--- src/rtl/sdl_pkg.sv ---
`timescale 1ns/1ps
package sdl_pkg;
    typedef enum logic {
        PH_ADDR = 1'b0,
        PH_ROWS = 1'b1
    } phase_e;
endpackage

--- src/rtl/sdl_line_sync.sv ---
`timescale 1ns/1ps
// Synchroniser for one asynchronous line plus a rising-edge detector.
module sdl_line_sync #(
    parameter int STAGES = 2
) (
    input  logic clk,
    input  logic rst_n,
    input  logic din,
    output logic level,
    output logic rise
);
    logic [STAGES:0] pipe_d, pipe_q;

    always_comb begin
        pipe_d = {pipe_q[STAGES-1:0], din};
    end

    always_ff @(posedge clk) begin
        if (!rst_n) pipe_q <= '0;
        else        pipe_q <= pipe_d;
    end

    assign level = pipe_q[STAGES-1];
    assign rise  = pipe_q[STAGES-1] & ~pipe_q[STAGES];
endmodule

--- src/rtl/sdl_word_shift.sv ---
`timescale 1ns/1ps
// Collects serial bits MSB first; releases a word on a load edge after exactly WORD_W bits.
module sdl_word_shift #(
    parameter int WORD_W = 8
) (
    input  logic              clk,
    input  logic              rst_n,
    input  logic              bit_in,
    input  logic              shift_pulse,
    input  logic              take_pulse,
    output logic              word_valid,
    output logic [WORD_W-1:0] word
);
    localparam int CNT_W   = $clog2(WORD_W + 2);
    localparam int CNT_SAT = WORD_W + 1;

    typedef struct packed {
        logic [WORD_W-1:0] shreg;
        logic [CNT_W-1:0]  cnt;
        logic              valid;
        logic [WORD_W-1:0] held;
    } st_t;

    st_t st_d, st_q;

    always_comb begin
        st_d       = st_q;
        st_d.valid = 1'b0;
        if (take_pulse) begin
            st_d.valid = (st_q.cnt == CNT_W'(WORD_W));
            st_d.held  = st_q.shreg;
            st_d.cnt   = '0;
        end else if (shift_pulse) begin
            st_d.shreg = {st_q.shreg[WORD_W-2:0], bit_in};
            if (st_q.cnt != CNT_W'(CNT_SAT))
                st_d.cnt = st_q.cnt + 1'b1;
        end
    end

    always_ff @(posedge clk) begin
        if (!rst_n) st_q <= '0;
        else        st_q <= st_d;
    end

    assign word_valid = st_q.valid;
    assign word       = st_q.held;

    assert_cnt_saturates_R2: assert property (@(posedge clk) disable iff (!rst_n)
        st_q.cnt <= CNT_W'(CNT_SAT));
    assert_take_restarts_count_R2: assert property (@(posedge clk) disable iff (!rst_n)
        word_valid |-> st_q.cnt == '0);
endmodule

--- src/rtl/sdl_frame_ctrl.sv ---
`timescale 1ns/1ps
// Decodes address/control words and sequences the seven row words of a frame.
module sdl_frame_ctrl
    import sdl_pkg::*;
#(
    parameter int SLOTS  = 4,
    parameter int ROWS   = 7,
    parameter int DOTS   = 5,
    parameter int WORD_W = 8,
    parameter int CTRL_W = 6,
    parameter int IDX_W  = $clog2(SLOTS * ROWS)
) (
    input  logic              clk,
    input  logic              rst_n,
    input  logic              half_sel,
    input  logic              word_valid,
    input  logic [WORD_W-1:0] word,
    output logic              wr_en,
    output logic [IDX_W-1:0]  wr_idx,
    output logic [DOTS-1:0]   wr_dots,
    output logic [CTRL_W-1:0] ctrl_word
);
    localparam int SLOT_W = $clog2(SLOTS);
    localparam int ROW_W  = $clog2(ROWS + 1);
    localparam int DEPTH  = SLOTS * ROWS;

    typedef struct packed {
        phase_e            phase;
        logic              own;
        logic [SLOT_W-1:0] slot;
        logic [ROW_W-1:0]  row;
        logic [CTRL_W-1:0] ctrl;
    } st_t;

    st_t st_d, st_q;

    always_comb begin
        st_d = st_q;
        if (word_valid) begin
            if (st_q.phase == PH_ADDR) begin
                if (word[WORD_W-1]) begin
                    st_d.phase = PH_ROWS;
                    st_d.row   = '0;
                    st_d.slot  = word[SLOT_W-1:0];
                    st_d.own   = (word[SLOT_W] == half_sel);
                end else begin
                    st_d.ctrl = word[CTRL_W-1:0];
                end
            end else begin
                if (st_q.row == ROW_W'(ROWS - 1)) begin
                    st_d.phase = PH_ADDR;
                    st_d.row   = '0;
                end else begin
                    st_d.row = st_q.row + 1'b1;
                end
            end
        end
    end

    always_ff @(posedge clk) begin
        if (!rst_n) st_q <= '{phase: PH_ADDR, default: '0};
        else        st_q <= st_d;
    end

    assign wr_en     = word_valid && (st_q.phase == PH_ROWS) && st_q.own;
    assign wr_idx    = IDX_W'(st_q.slot) * IDX_W'(ROWS) + IDX_W'(st_q.row);
    assign wr_dots   = word[DOTS-1:0];
    assign ctrl_word = st_q.ctrl;

    logic word_unused;
    assign word_unused = ^word;

    assert_row_in_range_R6: assert property (@(posedge clk) disable iff (!rst_n)
        st_q.row < ROW_W'(ROWS));
    assert_frame_returns_R6: assert property (@(posedge clk) disable iff (!rst_n)
        (word_valid && st_q.phase == PH_ROWS && st_q.row == ROW_W'(ROWS - 1))
            |=> st_q.phase == PH_ADDR);
    assert_ctrl_held_in_rows_R7: assert property (@(posedge clk) disable iff (!rst_n)
        (word_valid && st_q.phase == PH_ROWS) |=> $stable(ctrl_word));
    assert_write_index_range_R4: assert property (@(posedge clk) disable iff (!rst_n)
        wr_en |-> wr_idx < IDX_W'(DEPTH));
endmodule

--- src/rtl/sdl_dot_store.sv ---
`timescale 1ns/1ps
// Dot row store: one synchronous write port, one combinational read port.
module sdl_dot_store #(
    parameter int DEPTH = 28,
    parameter int DOTS  = 5,
    parameter int IDX_W = $clog2(DEPTH)
) (
    input  logic             clk,
    input  logic             rst_n,
    input  logic             wr_en,
    input  logic [IDX_W-1:0] wr_idx,
    input  logic [DOTS-1:0]  wr_dots,
    input  logic [IDX_W-1:0] rd_idx,
    output logic [DOTS-1:0]  rd_dots
);
    logic [DOTS-1:0] mem_d [DEPTH];
    logic [DOTS-1:0] mem_q [DEPTH];

    always_comb begin
        for (int i = 0; i < DEPTH; i++) begin
            mem_d[i] = mem_q[i];
            if (wr_en && wr_idx == IDX_W'(i)) mem_d[i] = wr_dots;
        end
    end

    always_ff @(posedge clk) begin
        for (int i = 0; i < DEPTH; i++) begin
            if (!rst_n) mem_q[i] <= '0;
            else        mem_q[i] <= mem_d[i];
        end
    end

    always_comb begin
        rd_dots = '0;
        for (int i = 0; i < DEPTH; i++)
            if (rd_idx == IDX_W'(i)) rd_dots = mem_q[i];
    end

    assert_store_holds_R4: assert property (@(posedge clk) disable iff (!rst_n)
        (!wr_en ##1 $stable(rd_idx)) |-> $stable(rd_dots));
endmodule

--- src/rtl/sdl_char_loader.sv ---
`timescale 1ns/1ps
// Top: serial front end, word assembly, frame decode and dot store for one display half.
module sdl_char_loader #(
    parameter int SLOTS       = 4,
    parameter int ROWS        = 7,
    parameter int DOTS        = 5,
    parameter int WORD_W      = 8,
    parameter int CTRL_W      = 6,
    parameter int SYNC_STAGES = 2
) (
    input  logic                                clk,
    input  logic                                rst_n,
    input  logic                                half_sel,
    input  logic                                ser_data,
    input  logic                                ser_clk,
    input  logic                                ser_load,
    input  logic [$clog2(SLOTS*ROWS+4)-1:0]     rd_idx,
    output logic [DOTS-1:0]                     rd_dots,
    output logic [CTRL_W-1:0]                   ctrl_word
);
    localparam int DEPTH   = SLOTS * ROWS;
    localparam int IDX_W   = $clog2(DEPTH + 4);
    localparam int N_LINES = 3;

    logic [N_LINES-1:0] line_in, line_lvl, line_rise;
    assign line_in = {ser_load, ser_clk, ser_data};

    for (genvar g = 0; g < N_LINES; g++) begin : g_sync
        sdl_line_sync #(.STAGES(SYNC_STAGES)) u_sync (
            .clk   (clk),
            .rst_n (rst_n),
            .din   (line_in[g]),
            .level (line_lvl[g]),
            .rise  (line_rise[g])
        );
    end

    logic lines_unused;
    assign lines_unused = ^{line_lvl[2:1], line_rise[0]};

    logic              word_valid;
    logic [WORD_W-1:0] word;

    sdl_word_shift #(.WORD_W(WORD_W)) u_shift (
        .clk         (clk),
        .rst_n       (rst_n),
        .bit_in      (line_lvl[0]),
        .shift_pulse (line_rise[1]),
        .take_pulse  (line_rise[2]),
        .word_valid  (word_valid),
        .word        (word)
    );

    logic             wr_en;
    logic [IDX_W-1:0] wr_idx;
    logic [DOTS-1:0]  wr_dots;

    sdl_frame_ctrl #(
        .SLOTS(SLOTS), .ROWS(ROWS), .DOTS(DOTS),
        .WORD_W(WORD_W), .CTRL_W(CTRL_W), .IDX_W(IDX_W)
    ) u_frame (
        .clk        (clk),
        .rst_n      (rst_n),
        .half_sel   (half_sel),
        .word_valid (word_valid),
        .word       (word),
        .wr_en      (wr_en),
        .wr_idx     (wr_idx),
        .wr_dots    (wr_dots),
        .ctrl_word  (ctrl_word)
    );

    sdl_dot_store #(.DEPTH(DEPTH), .DOTS(DOTS), .IDX_W(IDX_W)) u_store (
        .clk     (clk),
        .rst_n   (rst_n),
        .wr_en   (wr_en),
        .wr_idx  (wr_idx),
        .wr_dots (wr_dots),
        .rd_idx  (rd_idx),
        .rd_dots (rd_dots)
    );
endmodule

--- config.mk ---
export PLATFORM = sky130hd
export DESIGN_NAME = sdl_char_loader
export DESIGN_NICKNAME = d
export VERILOG_FILES = /design/src/rtl/sdl_pkg.sv /design/src/rtl/sdl_line_sync.sv /design/src/rtl/sdl_word_shift.sv /design/src/rtl/sdl_frame_ctrl.sv /design/src/rtl/sdl_dot_store.sv /design/src/rtl/sdl_char_loader.sv
export SDC_FILE = /design/constraint.sdc
export NUM_CORES = 1
export LEC_CHECK = 0
export BUFFER_PORTS_ARGS = -buffer_cell sky130_fd_sc_hd__buf_2
export CAP_MARGIN = 40
export CELL_PAD_IN_SITES_DETAIL_PLACEMENT = 1
export CELL_PAD_IN_SITES_GLOBAL_PLACEMENT = 1
export CORE_ASPECT_RATIO = 1.4
export CORE_MARGIN = 2
export CORE_UTILIZATION = 48
export CTS_BUF_LIST = sky130_fd_sc_hd__clkbuf_16
export CTS_CLUSTER_DIAMETER = 40
export DETAILED_ROUTE_END_ITERATION = 8
export GPL_TIMING_DRIVEN = 1
export HOLD_SLACK_MARGIN = 0.06
export PLACE_DENSITY_LB_ADDON = 0.12
export SLEW_MARGIN = 40
export SYNTH_ARGS = -nofsm -noshare
export SYNTH_HDL_FRONTEND = slang
export SYNTH_SLANG_ARGS = --single-unit
--- constraint.sdc ---
create_clock -name clk -period 3.2 [get_ports clk]
set_input_delay 0.64 -clock clk [delete_from_list [all_inputs] [get_ports clk]]
set_output_delay 0.64 -clock clk [all_outputs]
set_load 0.02 [all_outputs]
# Word level (Yosys, flattened, before mapping)
# Memories as Yosys holds them, arrays and structs flattened.
# Index checks and enable logic that the tools add are counted.
# totals
word_cells	242
mem_count	1
out_inout_bits	11
register_bits	42
ram_bits	140
inputBits	11
# mem_list
memory	words	width	rd	rd_ports_with_merged_regs	wr	line_no	source
u_store.mem_q	28	5	28	0	28	sdl_dot_store.sv:17	logic [DOTS-1:0] mem_q [DEPTH];
# op_classes
mux	91
n_reduce_logical	40
addsub	3
bitwise	36
mul	1
n_eq_ne	58
# op_table
op	n
5-bit 2-to-1 mux	84
5-bit == test, second input constant	24
5-bit by 4-bit == test with 1-bit output, second input constant	16
5-bit by 3-bit == test with 1-bit output, second input constant	8
1-bit logical AND	30
1-bit bitwise OR	28
5-bit by 2-bit == test with 1-bit output, second input constant	4
5-bit by 1-bit == test with 1-bit output, second input constant	2
5-bit zero test	2
2-bit AND reduction	4
7-bit 2-to-1 mux	1
3-bit 2-to-1 mux	2
1-bit NOT	6
3-bit AND reduction	2
5-bit by 3-bit adder with 5-bit output	1
2-bit by 3-bit multiplier with 5-bit output, second input constant	1
4-bit by 1-bit adder with 4-bit output, second input constant	1
4-bit == test, second input constant	1
1-bit 2-to-1 mux	4
4-bit != test, second input constant	1
3-bit by 1-bit adder with 3-bit output, second input constant	1
3-bit == test, second input constant	1
1-bit AND	2
2-bit nonzero test	1
2 further kinds	2

# Longest topological paths before layout
# logic_depth
depth_word	29
mapped_depth	11
ltp_nobuf	10

# Cells and area by module
# From an unflattened synthesis, not the netlist that was laid out.
# hier_totals
hier_cells	1031
area_unflattened_um2	9464.1
# modules_own_cells
mod	area_per_inst_um2	n_inst	seq_area_each_um2	cells_each
sdl_dot_store	7415.9	1	2802.7	832
sdl_word_shift	964.7	1	420.4	98
sdl_frame_ctrl	805.8	1	260.2	80
sdl_line_sync	92.6	3	60.1	7

# Worst setup path after synthesis
# Ideal clock, no wire load.
# synth_timing
path_type	in2out
startpoint	in rd_idx[2]
endpoint	out rd_dots[1]
required_ps	2560
stages	8
path_slack_ps	364
arrival_time_ps	2196
path_cell_list	clkbuf_1 buf_2 buf_2 o211ai_1 o21ai_0 o32ai_1 a21oi_1 o21ai_0
# synth_between
elab_chain_cells	29
elab_cells_between_ends	56
classes_between	27 x eq/ne; 28 x mux; 1 x reduce/logical
# synth_lines
element	line_no	source
from (decl)	sdl_char_loader.sv:17	input logic [$clog2(SLOTS*ROWS+4)-1:0] rd_idx,
5-bit zero test	sdl_dot_store.sv:36	if (rd_idx == IDX_W'(i)) rd_dots = mem_q[i];
5-bit 2-to-1 mux (27 in a row)	sdl_dot_store.sv:36	
5-bit 2-to-1 mux (*)	sdl_dot_store.sv:36	
to (decl)	sdl_char_loader.sv:18	output logic [DOTS-1:0] rd_dots,
# Every way passes the cells marked *; elsewhere a longest branch is shown, timed or not.

# Final worst setup path
# layout_timing
startpoint	in rd_idx[1]
endpoint	out rd_dots[2]
# Same word-level chain as after synthesis.

==> reports/results.md <==
| Result | Value |
| --- | --- |
| Status | finished clean |
| Non-filler cells in the finished layout | 1,284 |
| Congestion Overflow GR | 0 |
| Total global-route track usage | 28.30% |
| Fraction of final layout cells sized beyond drive strength 1 | 13.75% |
| Deepest clock path buffer count | 2 |
| Die outline area | 19,910 µm² |
| Fin Clk Skew | 8.937 ps |
| Height of the die | 166.1 µm |
| Arrival @ worst endpoint | 2490 ps |
| Synthesized cell area | 9014 µm² |
| Total power per unit cell area | 475.9 nW/µm² |
| Initial antenna violation count | 0 |
| Share of total power in combinational logic | 5.7% |
| Count of H-tree levels built during CTS | 4 |
| Wire length per cell after detailed routing | 21.61 µm |
| Area Overhead vs Synth | 12.10% |
| Hold crit path type | in2reg |
| Worst slew margin | 43.16% |
| Vias after detailed routing | 7,593 |
| Number of detailed-route iterations in the first pass | 6 |
| Port buffer count | 21 |
| DRT iter0 DRCs | 522 |
| Most used cell, CP | buf_2 |
| Most used flip-flop cell after synthesis | dfxtp_1 |
| Clock-pin transition on the worst setup and hold timing paths | 80 ps |
| Final wirelength | 27.75 mm |
| Reg-to-reg setup timing slack | 200 ps |
| Leakage power | 3.316 nW |
| CP Cell Sequence | buf_2 > buf_4 > mux2_2 > o21ai_0 > nand4_1 > o221ai_1 > a21oi_1 > buf_2 |
| Post-CTS setup buffer count | 0 |
| Number of synthesized register bits | 181 |
| Unique cell type count in the Yosys netlist | 66 |
| Net count after synthesis | 1,050 |
| CTS tree | yes |
| Post-detailed-placement half-perimeter wirelength | 19.09 mm |
| Commonest cells after routing, fill and taps aside | dfxtp_1, nand2_1, a21boi_0 |
| Family of cells with the greatest summed delay on the critical path | buffers and inverters |
| Number of buffers created by CTS | 17 |
| EDFF count, synth | 0 |
| Worst Path Class, Setup | in2out |
| Post-Layout Inst Area | 10,100 µm² |
| Ant. Diodes | 0 |
| Via count of the first global-routing pass | 8,046 |
| Cells after DPL | 1,251 |
| Top Ports | 22 |
| Total area of multi-input combinational cells | 4950 µm² |
| Critical Path Slowest Stage Cell | mux2_2 |
| Internal power contribution | 3.635 mW |
| Proportion of power drawn by the clock network | 47.4% |
| Register area share after synthesis | 40.20% |
| ANT nets after route | 0 |
| Count of final hold-check violations | 0 |
| CP max stage delay | 360 ps |
| Count of nets after finishing | 1,048 |
| Final Util | 54.53% |
| Clock Sinks | 181 |
| Clock Root Buffer | clkbuf_16 |
| Ys Warns | 0 |
| Highest achievable clock rate | 319.6 MHz |
| Maximum vdd drop | 0.3738 mV |
| Kind of start point of the critical path | input port |
| Async SR Flop Fraction | 0% |
| Post-layout minimum cycle time | 3128 ps |
| Type of element capturing the critical path | output pin |
| Gp weighted congestion | 0.9507 |
| CP Data Required Time | 2560 ps |
| Skew-Pair Late Insertion Delay | 440 ps |
| Buffer and inverter count on the worst path | 3 |
| Share of the clock period used by the worst path | 97.76% |
| Tightest Pin Transition | 852.5 ps |
| Area of placed instances | 9419 µm² |
| Horizontal extent of the die | 119.8 µm |
| Number of standard cells after synthesis | 1,029 |
| Total net switching power | 1.173 mW |
| Max Transition Viols Final | 0 |
| # rows | 59 |
| Most frequent standard cell in the layout excluding fill and tap cells | dfxtp_1 |
| Syn avg cell area | 8.760 µm² |
| Proportion of total power due to net switching | 24.40% |
| Final-layout setup total negative slack | 0 ps |
| Number of violations of the max-capacitance limit | 0 |
| Part of the power in registers | 46.9% |
| Remaining DRCs | 0 |
| Fill cell count | 2,181 |
| Area taken by flip-flops and latches | 3632 µm² |
| Final count of negative-setup-slack endpoints | 0 |
| Global-route wire length before repair | 43.87 mm |
| Crit path max fanout | 17 |
| Detail-routed via count per cell | 5.914 |
| Initial Utilization | 48.65% |
| Core area | 18,530 µm² |
| Pin count of the biggest net entering global routing | 76 |
logic make-up after synthesis:
logic type               share of synthesized area, %
multiplexers                                    12.30
XOR/XNOR                                       0.5831
flip-flops                                      40.20
AO/OA/AOI/OAI                                   15.87
AND/OR/NAND/NOR                                 24.39
adder cells (fa/ha/maj)                         1.638
buffers and inverters                           5.025
power groups by stage:
stage | Combinational [mW] | Clock [mW] | Sequential, mW
floorplan | 0.177 | 0 | 2.31
global placement | 0.263 | 0 | 2.31
detailed placement | 0.264 | 0 | 2.31
CTS | 0.266 | 2.30 | 2.26
global route | 0.292 | 2.38 | 2.26
finish | 0.274 | 2.28 | 2.26
synth_stat cells, types with 4 or more instances:
cell,number,share of area (%)
and2_1,14,0.97
nor2b_1,84,5.8
a21oi_1,26,1.4
nand3_1,88,4.9
nand4_1,6,0.42
nand2_1,153,6.4
inv_1,10,0.42
ha_1,7,0.97
a21boi_0,100,8.3
nor3_1,6,0.33
mux4_2,8,2.0
nor2_2,13,0.90
mux2i_1,86,9.6
clkbuf_1,50,2.1
mux2_2,6,0.75
buf_4,12,1.0
nor2_1,25,1.0
nand2b_1,14,0.97
o22ai_1,6,0.42
o21ai_0,28,1.6
buf_2,23,1.3
o221ai_1,6,0.58
and3_1,4,0.28
a22oi_1,5,0.42
dfxtp_1,181,40
routing by layer:
| metal | track usage, % | vias up | wire [µm] |
|---|---|---|---|
| met2 | 51.38 | 187 | 14500 |
| met1 | 32.73 | 3793 | 11370 |
| met4 | 12.43 | 0 | 1036 |
| met3 | 3.949 | 66 | 843 |
| met5 | 0 | - | 0 |
| li1 | - | 3547 | - |
state kept, by name (all words and copies together), names as in the netlist:
register	cells
g_sync.u_sync.pipe_q	8
u_frame.ctrl_word	6
u_shift.word_valid	1
u_shift.st_q	12
u_frame.st_q	7
u_shift.word	7
u_store.mem_q	140
final cells by class:
type | count | share of cell area [%]
Timing Repair Buffer | 67 | 5.349
Clock inverter | 15 | 2.080
Clock buffer | 17 | 4.210
Sequential cell | 181 | 35.95
Inverter | 11 | 0.4086
Multi-Input combinational cell | 749 | 48.98
Tap cell | 244 | 3.021
final timing paths:
kind / start / end / cells after the start
max: rd_idx[1] / rd_dots[2] / 8
min: ser_clk / g_sync[1].u_sync.pipe_q[0] / 2
max reg2reg: u_frame.st_q[7] / u_store.mem_q[1][53] / 10
min reg2reg: g_sync[0].u_sync.pipe_q[0] / g_sync[0].u_sync.pipe_q[1] / 1
metrics by stage:
step,setup WS [ps],hold slack [ps],power [mW]
5_1_grt,-19.85,398.2,4.930
3_5_place_dp,70.51,424.9,2.576
4_1_cts,7.161,389.3,4.829
6_report,71.56,395.7,4.809
3_3_place_gp,105.9,426.2,2.574
2_1_floorplan,363.6,411.9,2.487
timing repair:
item                                    4_1_cts  5_1_grt
hold endpoints to repair                      0        0
endpoints found under the setup margin        0        3
hold buffers                                  0        0
gates resized for setup                       0        5
Power figures use the tool's default switching activity.
